`src/rtl/dly_pulse_gen_pkg.sv`:
```
package dly_pulse_gen_pkg;

  // Action chosen for the output on a counter step
  typedef enum logic [1:0] {
    CMP_HOLD  = 2'd0,
    CMP_SET   = 2'd1,
    CMP_CLEAR = 2'd2
  } cmp_act_e;

endpackage

```
`src/rtl/dly_sync_edge.sv`:
```
module dly_sync_edge #(
  parameter int STAGES = 2
) (
  input  logic clk,
  input  logic rst_n,
  input  logic d_async,
  output logic rise
);

  logic [STAGES-1:0] chain_q;
  logic              prev_q;

  generate
    if (STAGES == 1) begin : g_single
      always_ff @(posedge clk or negedge rst_n) begin
        if (!rst_n) chain_q <= '0;
        else        chain_q <= d_async;
      end
    end else begin : g_multi
      always_ff @(posedge clk or negedge rst_n) begin
        if (!rst_n) chain_q <= '0;
        else        chain_q <= {chain_q[STAGES-2:0], d_async};
      end
    end
  endgenerate

  always_ff @(posedge clk or negedge rst_n) begin
    if (!rst_n) prev_q <= 1'b0;
    else        prev_q <= chain_q[STAGES-1];
  end

  // Only a low-to-high transition of the synchronized level counts
  assign rise = chain_q[STAGES-1] & ~prev_q;

endmodule

```
`src/rtl/dly_tick_div.sv`:
```
module dly_tick_div #(
  parameter int DIV = 2
) (
  input  logic clk,
  input  logic rst_n,
  input  logic clear,
  input  logic run,
  output logic tick
);

  localparam int PC_W = (DIV > 1) ? $clog2(DIV) : 1;

  generate
    if (DIV == 1) begin : g_nodiv
      assign tick = run & ~clear;
    end else begin : g_div
      localparam logic [PC_W-1:0] PC_LAST = PC_W'(DIV - 1);
      logic [PC_W-1:0] pc_q;

      assign tick = run & ~clear & (pc_q == PC_LAST);

      always_ff @(posedge clk or negedge rst_n) begin
        if (!rst_n)            pc_q <= '0;
        else if (clear || !run) pc_q <= '0;
        else if (tick)         pc_q <= '0;
        else                   pc_q <= pc_q + 1'b1;
      end
    end
  endgenerate

endmodule

```
`src/rtl/dly_chan_core.sv`:
```
module dly_chan_core
  import dly_pulse_gen_pkg::*;
#(
  parameter int CNT_W = 16
) (
  input  logic             clk,
  input  logic             rst_n,
  input  logic             enable,
  input  logic             restart,
  input  logic             tick,
  input  logic [CNT_W-1:0] cmp_a,
  input  logic [CNT_W-1:0] cmp_c,
  output logic [CNT_W-1:0] count,
  output logic             running,
  output logic             level
);

  logic [CNT_W-1:0] cnt_q;
  logic [CNT_W-1:0] cnt_inc;
  logic             run_q;
  logic             lvl_q;
  cmp_act_e         step_act;
  logic             zero_stop;
  logic             zero_set;

  // Compare against the value the counter takes on this tick; stop wins over set
  always_comb begin
    cnt_inc  = cnt_q + 1'b1;
    step_act = CMP_HOLD;
    if (cnt_inc == cmp_c)      step_act = CMP_CLEAR;
    else if (cnt_inc == cmp_a) step_act = CMP_SET;
  end

  // Compares applied to count zero at the restart edge
  assign zero_stop = (cmp_c == '0);
  assign zero_set  = (cmp_a == '0);

  always_ff @(posedge clk or negedge rst_n) begin
    if (!rst_n) begin
      cnt_q <= '0;
      run_q <= 1'b0;
      lvl_q <= 1'b0;
    end else if (!enable) begin
      cnt_q <= '0;
      run_q <= 1'b0;
      lvl_q <= 1'b0;
    end else if (restart) begin
      cnt_q <= '0;
      if (zero_stop) begin
        run_q <= 1'b0;
        lvl_q <= 1'b0;
      end else begin
        run_q <= 1'b1;
        if (zero_set) lvl_q <= 1'b1;
      end
    end else if (run_q && tick) begin
      cnt_q <= cnt_inc;
      unique case (step_act)
        CMP_CLEAR: begin
          run_q <= 1'b0;
          lvl_q <= 1'b0;
        end
        CMP_SET:   lvl_q <= 1'b1;
        default:   ;
      endcase
    end
  end

  assign count   = cnt_q;
  assign running = run_q;
  assign level   = lvl_q;

endmodule

```
`src/rtl/dly_pulse_gen.sv`:
```
module dly_pulse_gen
  import dly_pulse_gen_pkg::*;
#(
  parameter int CNT_W       = 16,
  parameter int TICK_DIV    = 2,
  parameter int SYNC_STAGES = 2
) (
  input  logic             clk,
  input  logic             rst_n,
  input  logic             enable,
  input  logic             trig_in,
  input  logic [CNT_W-1:0] cmp_a,
  input  logic [CNT_W-1:0] cmp_c,
  output logic             pulse_out
);

  logic             trig_rise;
  logic             restart;
  logic             tick;
  logic             running;
  logic [CNT_W-1:0] count;
  logic             div_clear;

  dly_sync_edge #(
    .STAGES (SYNC_STAGES)
  ) u_sync (
    .clk     (clk),
    .rst_n   (rst_n),
    .d_async (trig_in),
    .rise    (trig_rise)
  );

  assign restart   = trig_rise & enable;
  assign div_clear = restart | ~enable;

  dly_tick_div #(
    .DIV (TICK_DIV)
  ) u_div (
    .clk   (clk),
    .rst_n (rst_n),
    .clear (div_clear),
    .run   (running),
    .tick  (tick)
  );

  dly_chan_core #(
    .CNT_W (CNT_W)
  ) u_core (
    .clk     (clk),
    .rst_n   (rst_n),
    .enable  (enable),
    .restart (restart),
    .tick    (tick),
    .cmp_a   (cmp_a),
    .cmp_c   (cmp_c),
    .count   (count),
    .running (running),
    .level   (pulse_out)
  );

endmodule

```
`config.mk`:
```
export PLATFORM = sky130hd
export DESIGN_NAME = dly_pulse_gen
export DESIGN_NICKNAME = d
export VERILOG_FILES = /design/src/rtl/dly_pulse_gen_pkg.sv /design/src/rtl/dly_sync_edge.sv /design/src/rtl/dly_tick_div.sv /design/src/rtl/dly_chan_core.sv /design/src/rtl/dly_pulse_gen.sv
export SDC_FILE = /design/constraint.sdc
export NUM_CORES = 1
export LEC_CHECK = 0
export BUFFER_PORTS_ARGS = -buffer_cell sky130_fd_sc_hd__buf_2
export CORE_MARGIN = 2
export CORE_UTILIZATION = 62
export CTS_CLUSTER_DIAMETER = 50
export DETAILED_ROUTE_END_ITERATION = 6
export PLACE_DENSITY_LB_ADDON = 0.15
export SLEW_MARGIN = 25
export SYNTH_ARGS = -nofsm -noshare
export SYNTH_HDL_FRONTEND = slang
export SYNTH_HIERARCHICAL = 1
export SYNTH_SLANG_ARGS = --single-unit
```
`constraint.sdc`:
```
create_clock -name clk -period 6.2 [get_ports clk]
set_input_delay 1.24 -clock clk [delete_from_list [all_inputs] [get_ports clk]]
set_output_delay 1.24 -clock clk [all_outputs]
set_load 0.02 [all_outputs]
```
==> results.yml, run 1 <==
final_layout:
  design.final.nets: 339
  leading_cell_type_in_the_layout_fill_and_taps_excluded: "sky130_fd_sc_hd__buf_2"
  design_area_um2: 2440
  final_core_utilization_pct: 71.5
  post_route_cells_drive_above_1_share_pct: 16.3
  flow.area_growth_from_synthesis_pct: 7.73
  antenna_cells_inserted: 0
  num-fill-cells: 319
  layout_common_cells: "sky130_fd_sc_hd__buf_2 (36), sky130_fd_sc_hd__xnor2_1 (28), sky130_fd_sc_hd__nand2_1 (23)"
cts:
  htree_levels: 1
  cts_made_buffers: 3
  clock_latency_ns: 0.33
  post_cts_resized: 0
  cts_tree: "yes"
  cts_hold_buf: 0
  post_cts_buffers: 0
  buffer_depth_of_the_longest_clock_path: 2
  cts_num_sinks: 22
  clock_tree.root_cell: "sky130_fd_sc_hd__clkbuf_4"
  cts.clk_slew.worst_paths_ns: 0.13
floorplanning:
  floorplan.initialDensity_pct: 66.4
  die_area_um2: 4160
  number_of_rows_in_the_core_area: 21
  ios: 37
  die_y_um: 64.5
  placeableCoreArea_um2: 3420
  chipWidth_um: 64.5
logic_synthesis:
  yosys-top-cells-area: "sky130_fd_sc_hd__dfrtp_1 (24%), sky130_fd_sc_hd__xnor2_1 (11%), sky130_fd_sc_hd__xor2_1 (6.6%)"
  synth_compound_gate_area_share_pct: 13.5
  synth_cell_types: 54
  synth.largest_area_cell: "sky130_fd_sc_hd__dfrtp_1"
  proportion_of_register_bits_with_asynchronous_set_or_reset_after_synthesis_pct: 100
  syn-instance-count: 282
  ys_seq_elements: 22
  synth_xor_xnor_area_share_pct: 21.4
  yosysSeqAreaShare_pct: 24.3
  synth-edff-count: 0
  syn_area_um2: 2270
  yosysWarnings: 6
  mean_post_synth_cell_area_um2: 8.04
  yosys.area_share.adder_pct: 0.552
  postSynthNetCount: 319
  yosysTopAreaCellShare_pct: 24.3
  synthFlopType: "sky130_fd_sc_hd__dfrtp_1"
  post_synth_and_or_nand_nor_area_fraction_pct: 34.5
  dominant_combinational_cell_family_by_area_after_synthesis: "simple AND/OR/NAND/NOR gates"
  synth.area.mux_share_pct: 0.938
power_and_ir_drop:
  power.clock.fraction_pct: 28.6
  power.sequential.fraction_pct: 51.0
  pwr_density_cell_nw_per_um2: 119
  leakage_nw: 0.955
  switching_share_pct: 28.3
  switching_power_mw: 0.0822
  combPwrFrac_pct: 20.4
  power_report.internal_total_mw: 0.208
  power.ir.vdd_worst_mv: 0.114
detailed_routing:
  drt-total-wl_um: 6230
  route.detailed.wl_per_inst_um: 18.0
  drc: 0
  drtAntennaViolNets: 0
  drt_pre_antenna_iters: 5
  total_number_of_vias: 2277
  detail_route.vias_per_cell: 6.56
  drtIter0Drc: 308
global_route:
  number_of_antenna_violations_at_the_first_check_in_global_routing: 0
  grt_start_max_net_pins: 23
  first_global_vias: 2069
  global_route.usage.total_pct: 32.0
  grt_first_pass_wirelength_um: 10200
  grt_overflow_total: 0
sta:
  worst_clk_skew_ns: 0.0135
  timing.setup.tns_ns: 0
  slew_viol_final: 0
  worst-slew-pin-transition_ns: 0.829
  layout_worst_path_cycle_share_pct: 48.2
  max-slew-margin-rel_pct: 44.8
  hold_violations: 0
  final_period_minus_worst_setup_slack_ns: 2.99
  finalSetupViolCount: 0
  grt_setup_unrepaired: "false"
  max_freq_mhz: 334
place:
  globalplace.congestion: 0.956
  placed_cell_area_um2: 2410
  numPortBuffers: 36
  detailed_place_hpwl_um: 4680
setup_path:
  startpoint_type: "flop"
  arrival_ns: 3.21
  timing_worst_setup_path_type: "flop to flop"
  end_kind: "flop"
  critPathMaxFanout: 10
  timing.reg2reg.worst_path_depth: 8
  required_ns: 6.42
outcome:
  outcome: "completed"
min_path:
  holdCritPathClass: "flop to flop"
  hold_depth: 0
flow_run:
  max_cap_viol_count: 0
-- flip-flops by register name (all words and copies together) (netlist names) --
signal	count
u_core/count	16
u_core/level	1
u_sync/chain_q	2
u_div/g_div.pc_q	1
u_sync/prev_q	1
u_core/running	1
-- logic make-up after synthesis --
logic type	count (synthesis)
and+or+nand+nor	135
AOI/OAI and AO/OA	49
xor gates and xnor gates	49
buffers and inverters	24
DFF	22
muxes	2
adders and majority gates	1
-- Yosys cell counts (2+ instances only) --
| cell | n |
|---|---|
| sky130_fd_sc_hd__and3_1 | 3 |
| sky130_fd_sc_hd__a22oi_1 | 2 |
| sky130_fd_sc_hd__or3b_1 | 2 |
| sky130_fd_sc_hd__and4_1 | 3 |
| sky130_fd_sc_hd__nand4_1 | 8 |
| sky130_fd_sc_hd__buf_2 | 9 |
| sky130_fd_sc_hd__inv_1 | 3 |
| sky130_fd_sc_hd__nor2b_1 | 4 |
| sky130_fd_sc_hd__o211ai_1 | 3 |
| sky130_fd_sc_hd__and2_1 | 3 |
| sky130_fd_sc_hd__buf_4 | 2 |
| sky130_fd_sc_hd__nand2b_1 | 11 |
| sky130_fd_sc_hd__nor4_1 | 17 |
| sky130_fd_sc_hd__nand2_1 | 23 |
| sky130_fd_sc_hd__a31oi_1 | 2 |
| sky130_fd_sc_hd__nor2_1 | 21 |
| sky130_fd_sc_hd__nor3b_1 | 3 |
| sky130_fd_sc_hd__or4_1 | 2 |
| sky130_fd_sc_hd__nand3_1 | 11 |
| sky130_fd_sc_hd__xor2_1 | 17 |
| sky130_fd_sc_hd__o21ai_0 | 11 |
| sky130_fd_sc_hd__a21oi_1 | 18 |
| sky130_fd_sc_hd__nor3_1 | 7 |
| sky130_fd_sc_hd__nor4_2 | 2 |
| sky130_fd_sc_hd__nand4_2 | 2 |
| sky130_fd_sc_hd__or3_1 | 7 |
| sky130_fd_sc_hd__dfrtp_1 | 22 |
| sky130_fd_sc_hd__clkbuf_1 | 8 |
| sky130_fd_sc_hd__xnor3_1 | 4 |
| sky130_fd_sc_hd__xnor2_1 | 28 |
-- layer usage --
| layer | track usage, % | share of wire (%) | up-vias |
|---|---|---|---|
| met5 | 0 | 0 | - |
| met2 | 51.3 | 45 | 139 |
| met4 | 6.65 | 1.6 | 0 |
| met3 | 7.12 | 10 | 13 |
| li1 | - | - | 1061 |
| met1 | 44.6 | 43 | 1064 |
-- power by group through the flow --
stage | Combinational, mW | Clock (mW) | Sequential, mW
3_5_place_dp | 0.0577 | 0 | 0.151
5_1_grt | 0.0640 | 0.0911 | 0.149
4_1_cts | 0.0580 | 0.0852 | 0.148
3_3_place_gp | 0.0567 | 0 | 0.151
2_1_floorplan | 0.0299 | 0 | 0.151
6_report | 0.0592 | 0.0830 | 0.148
-- metrics by stage --
stage	power (mW)	worst slack, ns	cells	hold WS (ns)
6_report	0.290	3.21	347	0.367
3_3_place_gp	0.207	3.24	343	0.332
2_1_floorplan	0.181	3.47	282	0.331
3_5_place_dp	0.209	3.13	343	0.343
5_1_grt	0.304	3.04	347	0.385
4_1_cts	0.291	3.25	347	0.371
-- worst paths after layout --
kind | startpoint | end | slack (ns)
setup / recovery | u_core/count[0]$_DFFE_PN0P_ | u_core/running$_DFFE_PN0P_ | 3.21
hold / removal | u_sync/chain_q[0]$_DFF_PN0_ | u_sync/chain_q[1]$_DFF_PN0_ | 0.37
setup reg to reg | u_core/count[0]$_DFFE_PN0P_ | u_core/running$_DFFE_PN0P_ | 3.21
hold reg to reg | u_sync/chain_q[0]$_DFF_PN0_ | u_sync/chain_q[1]$_DFF_PN0_ | 0.37
max in group asynchronous | rst_n | u_core/count[14]$_DFFE_PN0P_ | 4.96
min in group asynchronous | rst_n | u_core/count[2]$_DFFE_PN0P_ | 0.87
-- worst max-delay path, cell delays in order (launching register included) --
cell and delay (ns):
sky130_fd_sc_hd__dfrtp_1 0.54, sky130_fd_sc_hd__ha_1 0.50, sky130_fd_sc_hd__nand3_1 0.31, sky130_fd_sc_hd__or3_1 0.46, sky130_fd_sc_hd__a21oi_1 0.15, sky130_fd_sc_hd__or3b_1 0.35
sky130_fd_sc_hd__nor3_1 0.29, sky130_fd_sc_hd__and3_1 0.22, sky130_fd_sc_hd__a21oi_1 0.06
-- cell type report --
cell class	instances	area [um^2]	area share [%]
sequential	22	551	22.5
inverter	3	11.3	0.461
tap	46	57.6	2.36
timing repair buffer	36	180	7.38
clock buffer	4	36.3	1.49
multi-input combinational	236	1610	65.8
Power figures use the tool's default switching activity.
==> run 2, diff against run 1 <==
--- a/config.mk
+++ b/config.mk
@@ -7,7 +7,7 @@
 export LEC_CHECK = 0
 export BUFFER_PORTS_ARGS = -buffer_cell sky130_fd_sc_hd__buf_2
 export CORE_MARGIN = 2
-export CORE_UTILIZATION = 62
+export CORE_UTILIZATION = 52
 export CTS_CLUSTER_DIAMETER = 50
 export DETAILED_ROUTE_END_ITERATION = 6
 export PLACE_DENSITY_LB_ADDON = 0.15
==> constraint.sdc (replaced) <==
create_clock -name clk -period 2.6 [get_ports clk]
set_input_delay 0.52 -clock clk [delete_from_list [all_inputs] [get_ports clk]]
set_output_delay 0.52 -clock clk [all_outputs]
set_load 0.02 [all_outputs]
==> run 2 against run 1 <==
Non-clock buffer count up 29. Sequential power up 140%. Routed wire length grew 4.7%. Hold slack worse by 0.15 ns. Cell count is 10% higher. Global-route usage fell by 4.3 points. First-iteration DRC count decreased by 38%. Core utilization down 8.2 points. Critical path depth rose by 1. Critical endpoint is now u_core/level$_DFFE_PN0P_.
==> results.yml, run 2 (same netlist as run 1, synthesis figures left out) <==
outcome:
  outcome: "completed"
setup_path:
  startpoint_type: "flop"
  required_ns: 2.75
  worst_path_largest_cell_delay_ns: 0.55
  end_kind: "flop"
  cpMaxStageDelayCell: "sky130_fd_sc_hd__or4_1"
  critPathMaxFanout: 7
  timing.reg2reg.worst_path_depth: 9
  timing_worst_setup_path_type: "flop to flop"
  reg2reg_from: "u_core/count[8]$_DFFE_PN0P_"
  arrival_ns: 2.66
  crit_chain: "nand4_2, buf_4, nor3_2, buf_4, a21oi_1, or4_1, nor4_2, a31o_1, a21oi_1"
  startpoint: "u_core/count[8]$_DFFE_PN0P_"
  cp_num_cells: 9
  cp.buffers_inverters: 2
  critical-path-top-delay-family: "simple AND/OR/NAND/NOR gates"
global_route:
  use_met1_pct: 37.6
  number_of_antenna_violations_at_the_first_check_in_global_routing: 0
  grt_start_max_net_pins: 23
  grt_first_pass_wirelength_um: 11000
  grt_overflow_total: 0
  grt_use_met3_pct: 3.75
  first_global_vias: 2249
  global_route.usage.total_pct: 27.7
  gr-usage-met2_pct: 46.0
  grt_busiest_layer: "met2"
place:
  detailed_place_hpwl_um: 5240
  numPortBuffers: 36
  globalplace.congestion: 0.916
final_layout:
  number_of_flip_flops_in_the_largest_register: 16
  flow.area_growth_from_synthesis_pct: 19.0
  antenna_cells_inserted: 0
  layout_common_cells: "sky130_fd_sc_hd__buf_2 (36), sky130_fd_sc_hd__buf_4 (29), sky130_fd_sc_hd__xnor2_1 (28)"
  post_route_cells_drive_above_1_share_pct: 24.8
  leading_cell_type_in_the_layout_fill_and_taps_excluded: "sky130_fd_sc_hd__buf_2"
  design.final.nets: 368
power_and_ir_drop:
  post-layout-total-power_mw: 0.739
  power.ir.vdd_worst_mv: 0.282
  pwr_density_cell_nw_per_um2: 274
  leakage_nw: 1.11
floorplanning:
  ios: 37
  placeableCoreArea_um2: 4260
  floorplan.initialDensity_pct: 53.2
  die_y_um: 70.0
  die_area_um2: 4900
  number_of_rows_in_the_core_area: 24
  chipWidth_um: 70.0
sta:
  layout_worst_path_cycle_share_pct: 96.6
  final_period_minus_worst_setup_slack_ns: 2.51
  slew_viol_final: 0
  finalSetupViolCount: 0
  worst_clk_skew_ns: 0.00830
  worst-slew-pin-transition_ns: 0.536
  max_freq_mhz: 398
  max-slew-margin-rel_pct: 63.9
  hold_violations: 0
  fin_hold_ws_ns: 0.221
cts:
  htree_levels: 1
  cts_made_buffers: 3
  cts_hold_buf: 0
  clock_tree.root_cell: "sky130_fd_sc_hd__clkbuf_8"
  clock_latency_ns: 0.26
  cts_num_sinks: 22
  buffer_depth_of_the_longest_clock_path: 2
  cts_tree: "yes"
  cts.clk_slew.worst_paths_ns: 0.08
detailed_routing:
  drt-total-wl_um: 6530
  drtAntennaViolNets: 0
  detail_route.vias_per_cell: 6.05
  drc: 0
  drt_pre_antenna_iters: 4
  total_number_of_vias: 2312
  route.detailed.wl_per_inst_um: 17.1
  drtIter0Drc: 191
flow_run:
  max_cap_viol_count: 0
min_path:
  holdCritPathClass: "input pin to async pin"
-- run 2: cell types whose count changed in the layout (fill, tap and decap cells not counted), sizes merged --
| cell | change |
|---|---|
| buf | +29 |
-- run 2: worst paths after layout --
kind                                               endpoint  slack (ns)
worst max register to register     u_core/level$_DFFE_PN0P_        0.09
worst min register to register  u_sync/chain_q[1]$_DFF_PN0_        0.35
worst min-delay path            u_core/count[1]$_DFFE_PN0P_        0.22
worst max-delay path               u_core/level$_DFFE_PN0P_        0.09
min in group clk                u_sync/chain_q[1]$_DFF_PN0_        0.35
max in group asynchronous       u_core/count[2]$_DFFE_PN0P_        2.00
-- run 2: through the flow --
| stage | area [um^2] | setup TNS, ns | setup slack [ns] | utilization, % | instances |
|---|---|---|---|---|---|
| after floorplan | 2270 | 0 | 0.229 | - | 282 |
| after global placement | 2630 | 0 | 0.0564 | 61.7 | 378 |
| after detailed placement | 2630 | -0.0242 | -0.0242 | 61.7 | 378 |
| after CTS | 2690 | 0 | 0.0167 | 63.1 | 382 |
| after global routing | 2700 | -0.00598 | -0.00384 | 63.3 | 382 |
| final | 2700 | 0 | 0.0881 | 63.3 | 382 |
-- run 2: area by class of cell --
cell class,count,area (um^2)
Multi-Input combinational cell,236,1620
Fill cell,398,1570
Sequential cell,22,552
Timing Repair Buffer,65,398
Tap cell,52,65.1
Clock buffer,4,55.1
Inverter,3,11.3
-- run 2: repair_timing --
action / 4_1_cts / 5_1_grt
resized for setup: 1 / 3
endpoints found under the setup margin: 1 / 2
buffers inserted: 0 / 0
-- run 2: power by group --
part / switching, mW / total, mW / internal, mW
Sequential: 0.00450 / 0.352 / 0.348
Combinational: 0.0766 / 0.142 / 0.0650
Clock: 0.110 / 0.245 / 0.135
Total: 0.191 / 0.739 / 0.548
-- run 2: metal layers --
layer / wire, um / part of all wire [%] / vias up
li1: - / - / 1113
met1: 2860 / 44 / 1114
met2: 3130 / 48 / 75
met3: 395 / 6.1 / 10
met4: 144 / 2.2 / 0
met5: 0 / 0 / -
==> run 3, diff against run 2 <==
--- a/config.mk
+++ b/config.mk
@@ -6,8 +6,10 @@
 export NUM_CORES = 1
 export LEC_CHECK = 0
 export BUFFER_PORTS_ARGS = -buffer_cell sky130_fd_sc_hd__buf_2
+export CELL_PAD_IN_SITES_DETAIL_PLACEMENT = 1
+export CELL_PAD_IN_SITES_GLOBAL_PLACEMENT = 1
 export CORE_MARGIN = 2
-export CORE_UTILIZATION = 52
+export CORE_UTILIZATION = 38
 export CTS_CLUSTER_DIAMETER = 50
 export DETAILED_ROUTE_END_ITERATION = 6
 export PLACE_DENSITY_LB_ADDON = 0.15
==> run 3 against run 2 <==
Critical path depth unchanged. Register-to-register slack got worse by 0.04 ns. Power increased by 2.2%. First-iteration DRC count decreased by 57%. Non-clock buffer count increased by 3. Combinational power increased by 4%. Global-route usage decreased by 2.6 points. Critical path type unchanged. Sequential share of layout area decreased by 0.43 points. Setup slack got worse by 0.041 ns. Hold slack improved by 0.0022 ns. Largest cell class unchanged. Clock power increased by 4%.
==> results.yml, run 3 (same netlist as run 1, synthesis figures left out) <==
place:
  detailed_place_hpwl_um: 6420
  globalplace.congestion: 0.861
  place_inst: 404
  numPortBuffers: 36
  place_ws_ns: -0.0210
cts:
  buffer_depth_of_the_longest_clock_path: 2
  cts_made_buffers: 3
  htree_levels: 1
  cts.clk_slew.worst_paths_ns: 0.08
  cts_hold_buf: 0
  cts_tree: "yes"
  clock_tree.root_cell: "sky130_fd_sc_hd__clkbuf_8"
  post_cts_buffers: 0
  clock_latency_ns: 0.27
  cts_num_sinks: 22
global_route:
  grt_overflow_total: 0
  grt_start_max_net_pins: 23
  global_route.usage.total_pct: 25.1
  grt_first_pass_wirelength_um: 12400
  number_of_antenna_violations_at_the_first_check_in_global_routing: 0
  first_global_vias: 2409
final_layout:
  leading_cell_type_in_the_layout_fill_and_taps_excluded: "sky130_fd_sc_hd__buf_2"
  design.final.nets: 371
  antenna_cells_inserted: 0
  post_route_cells_drive_above_1_share_pct: 26.7
  final_core_utilization_pct: 47.5
  layoutNonFillerInstCount: 408
  layout_common_cells: "sky130_fd_sc_hd__buf_2 (36), sky130_fd_sc_hd__buf_4 (32), sky130_fd_sc_hd__xnor2_1 (28)"
  number_of_flip_flops_in_the_largest_register: 16
  flow.area_growth_from_synthesis_pct: 22.6
power_and_ir_drop:
  power_report.internal_total_mw: 0.548
  power.clock.fraction_pct: 33.9
  switching_share_pct: 27.4
  power.ir.vdd_worst_mv: 0.247
  switching_power_mw: 0.207
  leakage_nw: 1.15
  combPwrFrac_pct: 19.5
  post-layout-total-power_mw: 0.755
  pwr_density_cell_nw_per_um2: 272
  power.sequential.fraction_pct: 46.7
setup_path:
  worst_path_largest_cell_delay_ns: 0.52
  required_ns: 2.75
  critPathMaxFanout: 7
  timing_worst_setup_path_type: "flop to flop"
  crit_chain: "nand3_2, buf_4, or4b_1, o311ai_1, o211ai_1, nor3_1, buf_4, and3_1, a21oi_1"
  startpoint_type: "flop"
  path_common_cell: "sky130_fd_sc_hd__buf_4"
  end_kind: "flop"
  timing.reg2reg.worst_path_depth: 9
  cpMaxStageDelayCell: "sky130_fd_sc_hd__or4b_1"
  arrival_ns: 2.71
floorplanning:
  ios: 37
  die_y_um: 81.2
  floorplan.initialDensity_pct: 38.8
  chipWidth_um: 81.2
  placeableCoreArea_um2: 5850
  number_of_rows_in_the_core_area: 28
  die_area_um2: 6600
detailed_routing:
  detail_route.vias_per_cell: 5.73
  drt_pre_antenna_iters: 4
  drc: 0
  route.layer.met1.wl_um: 3580
  route.detailed.wl_per_inst_um: 19.5
  highest-signal-layer: "met4"
  drt-total-wl_um: 7950
  met2_wirelength_um: 4030
  drtIter0Drc: 82
  drtAntennaViolNets: 0
  total_number_of_vias: 2339
  wl_met3_um: 258
outcome:
  outcome: "completed"
sta:
  hold_violations: 0
  slew_viol_final: 0
  timing.setup.tns_ns: 0
  max_freq_mhz: 392
  finalSetupViolCount: 0
  worst-slew-pin-transition_ns: 0.564
  layout_worst_path_cycle_share_pct: 98.2
  grt_setup_unrepaired: "false"
  max-slew-margin-rel_pct: 62.3
  final_period_minus_worst_setup_slack_ns: 2.55
  worst_clk_skew_ns: 0.00448
  final.setup.worst_slack_ns: 0.0468
flow_run:
  max_cap_viol_count: 0
min_path:
  holdCritPathClass: "input pin to async pin"
==> run 3: final timing paths <==
check                                            startpoint                          end  slack (ns)
max in group asynchronous                             rst_n  u_core/count[3]$_DFFE_PN0P_        1.98
worst max-delay path            u_core/count[2]$_DFFE_PN0P_   u_core/running$_DFFE_PN0P_        0.05
worst min register to register  u_sync/chain_q[0]$_DFF_PN0_  u_sync/chain_q[1]$_DFF_PN0_        0.35
worst min-delay path                                  rst_n  u_core/count[1]$_DFFE_PN0P_        0.22
min in group clk                                    trig_in  u_sync/chain_q[0]$_DFF_PN0_        0.35
worst max register to register  u_core/count[2]$_DFFE_PN0P_   u_core/running$_DFFE_PN0P_        0.05
==> run 3: metal layers <==
layer | track usage, % | up-vias
met1 | 32.0 | 1155
met4 | 4.75 | 0
li1 | - | 1124
met5 | 0 | -
met2 | 45.9 | 50
met3 | 2.78 | 10
==> run 3: timing repair <==
item,in CTS,in global routing
gates resized for setup,1,11
pin swaps,0,0
endpoints found under the setup margin,2,2
==> run 3: power by group through the flow <==
stage	Sequential (mW)	Combinational (mW)	Clock (mW)
after global routing	0.353	0.162	0.274
after detailed placement	0.359	0.146	0
final	0.352	0.147	0.256
after floorplan	0.360	0.0712	0
after CTS	0.352	0.147	0.266
after global placement	0.359	0.144	0
==> run 3: worst max-delay path, delay by kind of cell (launching register included) <==
| family | cells | cell delay (ns) |
|---|---|---|
| buffers and inverters | 2 | 0.40 |
| flip-flops | 1 | 0.44 |
| AO/OA/AOI/OAI | 3 | 0.44 |
| AND/OR/NAND/NOR | 4 | 1.16 |
==> run 3: cell type report <==
type,count,area (um^2)
fillers,744,3070
multi-input cells,236,1640
flip-flops and latches,22,557
repair buffers,68,420
well taps,75,93.8
clock buffers,4,55.1
inverters,3,11.3
==> run 3: per-stage QoR <==
stage	hold WS, ns	cell area [um^2]
2_1_floorplan	0.224	2270
5_1_grt	0.255	2780
6_report	0.223	2780
3_3_place_gp	0.335	2680
4_1_cts	0.242	2740
3_5_place_dp	0.337	2680
